### src/rtl/tone_steer_pkg.sv
package tone_steer_pkg;

  typedef enum logic [1:0] {
    ST_IDLE   = 2'd0,
    ST_QUAL   = 2'd1,
    ST_SETTLE = 2'd2,
    ST_HOLD   = 2'd3
  } steerState_t;

  typedef struct packed {
    logic timerClr;
    logic selAbsent;
    logic loadCode;
    logic settleClr;
  } steerCtl_t;

endpackage

### src/rtl/steer_timer.sv
module steer_timer #(
  parameter int TICK_DIV = 250000,
  parameter int GUARD_W  = 8
) (
  input  logic               clk,
  input  logic               rst,
  input  logic               clr,
  input  logic [GUARD_W-1:0] target,
  output logic               expired
);
  localparam int PRE_W = (TICK_DIV > 1) ? $clog2(TICK_DIV) : 1;
  localparam logic [PRE_W-1:0] PRE_LAST = PRE_W'(TICK_DIV - 1);

  logic [PRE_W-1:0]   preCnt;
  logic [GUARD_W-1:0] tickCnt;

  always_ff @(posedge clk) begin
    if (rst || clr) begin
      preCnt  <= '0;
      tickCnt <= '0;
    end else if (preCnt == PRE_LAST) begin
      preCnt <= '0;
      if (tickCnt != '1) tickCnt <= tickCnt + 1'b1;
    end else begin
      preCnt <= preCnt + 1'b1;
    end
  end

  assign expired = (tickCnt >= target);
endmodule

### src/rtl/steer_datapath.sv
module steer_datapath
  import tone_steer_pkg::*;
#(
  parameter int TICK_DIV      = 250000,
  parameter int GUARD_W       = 8,
  parameter int SETTLE_CYCLES = 5000
) (
  input  logic               clk,
  input  logic               rst,
  input  steerCtl_t          ctl,
  input  logic [3:0]         detCode,
  input  logic [GUARD_W-1:0] presentGuard,
  input  logic [GUARD_W-1:0] absentGuard,
  input  logic               outEnable,
  output logic               guardExpired,
  output logic               settleDone,
  output logic [3:0]         busData,
  output logic               busDrive
);
  localparam int SET_W = (SETTLE_CYCLES > 1) ? $clog2(SETTLE_CYCLES) : 1;
  localparam logic [SET_W-1:0] SET_LAST = SET_W'(SETTLE_CYCLES - 1);

  logic [3:0]         codeReg;
  logic [SET_W-1:0]   settleCnt;
  logic [GUARD_W-1:0] guardTarget;

  assign guardTarget = ctl.selAbsent ? absentGuard : presentGuard;

  steer_timer #(.TICK_DIV(TICK_DIV), .GUARD_W(GUARD_W)) guardTimer (
    .clk     (clk),
    .rst     (rst),
    .clr     (ctl.timerClr),
    .target  (guardTarget),
    .expired (guardExpired)
  );

  always_ff @(posedge clk) begin
    if (rst) codeReg <= 4'h0;
    else if (ctl.loadCode) codeReg <= detCode;
  end

  always_ff @(posedge clk) begin
    if (rst || ctl.settleClr) settleCnt <= '0;
    else if (settleCnt != SET_LAST) settleCnt <= settleCnt + 1'b1;
  end

  assign settleDone = (settleCnt == SET_LAST);
  assign busDrive   = outEnable;
  assign busData    = outEnable ? codeReg : 4'h0;
endmodule

### src/rtl/steer_ctrl.sv
module steer_ctrl
  import tone_steer_pkg::*;
(
  input  logic      clk,
  input  logic      rst,
  input  logic      earlyDet,
  input  logic      guardExpired,
  input  logic      settleDone,
  output steerCtl_t ctl,
  output logic      strobeDelayed,
  output logic      guardOut
);
  steerState_t state, nextState;

  always_comb begin
    nextState = state;
    ctl       = '0;
    case (state)
      ST_IDLE: begin
        ctl.timerClr = 1'b1;
        if (earlyDet) nextState = ST_QUAL;
      end
      ST_QUAL: begin
        if (!earlyDet) begin
          nextState = ST_IDLE;
        end else if (guardExpired) begin
          ctl.loadCode  = 1'b1;
          ctl.settleClr = 1'b1;
          ctl.timerClr  = 1'b1;
          nextState     = ST_SETTLE;
        end
      end
      default: begin
        ctl.selAbsent = 1'b1;
        if (earlyDet) ctl.timerClr = 1'b1;
        else if (guardExpired) nextState = ST_IDLE;
        if (state == ST_SETTLE && settleDone && nextState != ST_IDLE)
          nextState = ST_HOLD;
      end
    endcase
  end

  always_ff @(posedge clk) begin
    if (rst) begin
      state         <= ST_IDLE;
      strobeDelayed <= 1'b0;
      guardOut      <= 1'b0;
    end else begin
      state <= nextState;
      if (nextState == ST_IDLE) strobeDelayed <= 1'b0;
      else if (state == ST_SETTLE && nextState == ST_HOLD) strobeDelayed <= 1'b1;
      if (ctl.loadCode) guardOut <= 1'b1;
      else if (nextState == ST_SETTLE || nextState == ST_HOLD) guardOut <= earlyDet;
      else guardOut <= 1'b0;
    end
  end
endmodule

### src/rtl/tone_steer_ctrl.sv
module tone_steer_ctrl
  import tone_steer_pkg::*;
#(
  parameter int TICK_DIV      = 250000,
  parameter int GUARD_W       = 8,
  parameter int SETTLE_CYCLES = 5000
) (
  input  logic               clk,
  input  logic               rst,
  input  logic               earlyDet,
  input  logic [3:0]         detCode,
  input  logic [GUARD_W-1:0] presentGuard,
  input  logic [GUARD_W-1:0] absentGuard,
  input  logic               outEnable,
  output logic [3:0]         busData,
  output logic               busDrive,
  output logic               strobeDelayed,
  output logic               guardOut
);
  steerCtl_t ctl;
  logic      guardExpired;
  logic      settleDone;

  steer_ctrl ctrl (
    .clk           (clk),
    .rst           (rst),
    .earlyDet      (earlyDet),
    .guardExpired  (guardExpired),
    .settleDone    (settleDone),
    .ctl           (ctl),
    .strobeDelayed (strobeDelayed),
    .guardOut      (guardOut)
  );

  steer_datapath #(
    .TICK_DIV(TICK_DIV), .GUARD_W(GUARD_W), .SETTLE_CYCLES(SETTLE_CYCLES)
  ) dp (
    .clk          (clk),
    .rst          (rst),
    .ctl          (ctl),
    .detCode      (detCode),
    .presentGuard (presentGuard),
    .absentGuard  (absentGuard),
    .outEnable    (outEnable),
    .guardExpired (guardExpired),
    .settleDone   (settleDone),
    .busData      (busData),
    .busDrive     (busDrive)
  );
endmodule

### config.mk
export PLATFORM = sky130hd
export DESIGN_NAME = tone_steer_ctrl
export DESIGN_NICKNAME = d
export VERILOG_FILES = /design/src/rtl/tone_steer_pkg.sv /design/src/rtl/steer_timer.sv /design/src/rtl/steer_datapath.sv /design/src/rtl/steer_ctrl.sv /design/src/rtl/tone_steer_ctrl.sv
export SDC_FILE = /design/constraint.sdc
export NUM_CORES = 1
export LEC_CHECK = 0
export ABC_AREA = 0
export BUFFER_PORTS_ARGS = -buffer_cell sky130_fd_sc_hd__buf_4
export CORE_ASPECT_RATIO = 1.2
export CORE_MARGIN = 5
export CORE_UTILIZATION = 50
export CTS_BUF_LIST = sky130_fd_sc_hd__clkbuf_8 sky130_fd_sc_hd__clkbuf_16
export CTS_CLUSTER_SIZE = 12
export DETAILED_ROUTE_END_ITERATION = 10
export PLACE_DENSITY = 0.7
export SLEW_MARGIN = 25
export SYNTH_ARGS = -nofsm -noshare
export SYNTH_HDL_FRONTEND = slang
export SYNTH_SLANG_ARGS = --single-unit
### constraint.sdc
create_clock -name clk -period 3.61 [get_ports clk]
set_input_delay 0.1805 -clock clk [delete_from_list [all_inputs] [get_ports clk]]
set_output_delay 0.1805 -clock clk [all_outputs]
set_load 0.005 [all_outputs]
==> results.yml <==
drt:
  drc: 0
  vias: 1986
  drt_iter0_markers: 103
  vias_per_cell: 5.44
  dr.pass1.iters: 5
  wirelength_um: 4700
  wl_per_cell_um: 12.9
  ant_nets: 0
setup_path:
  crit_chain: "mux2_2 -> ha_1 -> nand2b_1 -> a2111oi_2 -> o41ai_2 -> o32a_1 -> buf_4 -> nor3_1"
  worstSetupEndpointType: "flop"
  crit-reg2reg-launch: "ctrl.state[1]"
  arrival_ps: 3050
  cp.required_ps: 3770
  path_max_fanout: 26
  path_class: "flop to flop"
  cp_slowest_cell: "dfxtp_1"
  worstSetupStartpointType: "flop"
  slowest_delay_ps: 720
  critPathLaunch: "ctrl.state[1]"
grt:
  globalRouteTotalUtil_pct: 16.3
  grt_pass1_vias: 1964
  grt_pass1_wl_um: 8410
  grt_max_degree: 27
  grt_overflow: 0
  antenna_found_initial: 0
synthesis:
  ys_ff_latch: 47
  synth.area.mux_share_pct: 5.76
  syn_nets: 313
  yosys_most_used_dff: "dfxtp_1"
  synth_adder_area_share_pct: 5.61
  synth_warnings: 0
  synthArstFlopShare_pct: 0
  synthCells: 278
  synth-simple-area-share_pct: 31.3
  ys_seq_area_share_pct: 38.3
  synth_cell_types: 40
  synth_compound_area_share_pct: 4.79
  netlist_area_mm2: 0.00245
  synth-edff-count: 0
  synth_top_family_by_area: "simple AND/OR/NAND/NOR gates"
  avgSynthCellArea_um2: 8.83
  synth-xor-area-share_pct: 11.4
sta:
  drv_slew: 0
  timing.final.crit_share_pct: 80.1
  clock_skew_ps: 13.4
  holdWs_ps: 142
  tightest_slew_ps: 658
  setup_tns_ps: 0
  finalHoldViolCount: 0
  rsz0062_at_grt: "false"
  fmax_mhz: 346
  setup_viol_count_final: 0
  relSlewSlack_pct: 56.0
  fin_ws_ps: 720
  period_needed_ps: 2890
power:
  internal_power_uw: 762
  p_per_area_mw_per_mm2: 348
  p_comb_share_pct: 5.8
  switching_share_pct: 22.3
  netSwitchingPower_uw: 219
  power.static_leakage_uw: 0.000983
  pwr-share-clk_pct: 40.4
  total_power_uw: 982
  seqPwrFrac_pct: 53.9
  ir_drop_v: 0.000240
run:
  maxCapViolCount: 0
hold_path:
  hold_path_class: "input port to flop"
  hold_start: "detCode[3]"
place:
  preCtsSetupSlack_ps: 737
  gp_congestion: 0.819
  dpl.hpwl_um: 3570
  port_buffers: 30
finish:
  layout-drive-gt1-share_pct: 15.7
  diodes: 0
  n_fill_cell: 456
  syn_to_final_growth_pct: 15.1
  finish.net_count: 339
clocking:
  clock_latency_ps: 310
  numCtsBuffers: 5
  root_buffer: "clkbuf_8"
  clock_path_buffers: 2
  post_cts_resized: 0
  cts_setup_buffers: 0
  cts_tree: "yes"
  clk_pin_slew_ps: 90
  hold_buffers: 0
  htree_levels: 2
  clkSinkCount: 47
die:
  start_util_pct: 50.8
  die_w_um: 73.9
  ios: 31
  dieArea_mm2: 0.00641
  row_count: 28
  dieHeight_um: 86.7
  core_mm2: 0.00483
status:
  outcome: "completed"
==> Yosys cell counts, types with 2 or more instances <==
master     count  share of area (%)
nand2_1       15                2.3
nand3_1       10                2.0
nor4_1         7                1.8
nand2b_1      10                2.5
xor2_1        13                4.6
ha_1          11                5.6
nor2_1        46                7.0
nand4_1       15                3.8
and2_1         4                1.0
nor4bb_1       2               0.82
nor2b_1        2               0.51
clkbuf_1       7                1.1
and3_1         4                1.0
nor3_1        20                4.1
buf_2          3               0.61
a2111oi_2      2                1.2
inv_1          3               0.46
mux2i_1       13                5.3
o21a_1         2               0.61
a21oi_1        4               0.82
dfxtp_1       47                 38
xnor2_1       19                6.8
nor3b_1        2               0.61
==> path summary, 6_finish.rpt <==
path | endpoint | slack (ps) | cells past startpoint
worst min register to register | dp.codeReg[3] | 470 | 2
worst max register to register | dp.guardTimer.preCnt[15] | 720 | 8
worst max-delay path | dp.guardTimer.preCnt[15] | 720 | 8
worst min-delay path | dp.codeReg[3] | 140 | 3
==> power groups by stage <==
| stage | Sequential, uW | Clock, uW | Combinational (uW) |
|---|---|---|---|
| floorplan | 539 | 0 | 31.5 |
| global placement | 541 | 0 | 56.2 |
| detailed placement | 541 | 0 | 57.4 |
| CTS | 529 | 414 | 57.5 |
| global route | 530 | 431 | 63.9 |
| finish | 529 | 396 | 56.5 |
==> placed cells by master, fill, tap and decap left out, types with 2 or more instances in the layout <==
master,Yosys,layout
a21oi_1,4,4
nor3b_1,2,2
buf_4,1,31
nor3_1,20,20
a2111oi_2,2,2
xor2_1,13,13
ha_1,11,11
nand3_1,10,10
dfxtp_1,47,47
o21a_1,2,2
nor2_1,46,46
nor4bb_1,2,2
nand2_1,15,15
xnor2_1,19,19
inv_1,3,3
nor2b_1,2,2
mux2i_1,13,13
and2_1,4,4
nand2b_1,10,10
and3_1,4,4
nor4_1,7,7
nand4_1,15,15
clkbuf_8,0,5
==> state kept, by name, indices dropped and copies added (netlist names) <==
name and count:
ctrl.guardOut 1, ctrl.state 2, ctrl.strobeDelayed 1, dp.codeReg 4
dp.guardTimer.preCnt 18, dp.guardTimer.tickCnt 8, dp.settleCnt 13
==> per-stage QoR <==
step                util, %  instance area [um^2]  instances
floorplan                 -                  2450        278
global placement       56.0                  2710        357
detailed placement     56.0                  2710        357
CTS                    58.4                  2820        365
global route           58.4                  2820        365
finish                 58.4                  2820        365
==> layout make-up <==
type,instances,area [um^2],area share (%)
well taps,60,75.1,2.66
clock inverters,3,46.3,1.64
multi-input cells,215,1450,51.2
repair buffers,31,233,8.24
flip-flops and latches,47,941,33.3
inverters,4,15.0,0.532
clock buffers,5,68.8,2.44
==> metal layers <==
layer	GRT usage, %	up-vias	share of wire (%)
met5	0	-	0
met4	5.11	0	1.7
met3	3.48	9	4.0
met2	29.7	33	51
met1	18.6	919	43
li1	-	1025	-
==> critical path, delay by kind of cell (launching register included) <==
kind	cells	cell delay, ps
compound gates	3	870
fa+ha+maj	1	260
buf+inv	1	270
flops	1	720
mux	1	410
simple gates	2	210
==> cell families after synthesis <==
logic type               after synthesis
adder cells (fa/ha/maj)               11
buffers and inverters                 16
AO/OA/AOI/OAI                         13
XOR/XNOR                              32
AND/OR/NAND/NOR                      145
multiplexers                          14
flip-flops                            47
No activity file was read; power rests on OpenSTA's default activity.
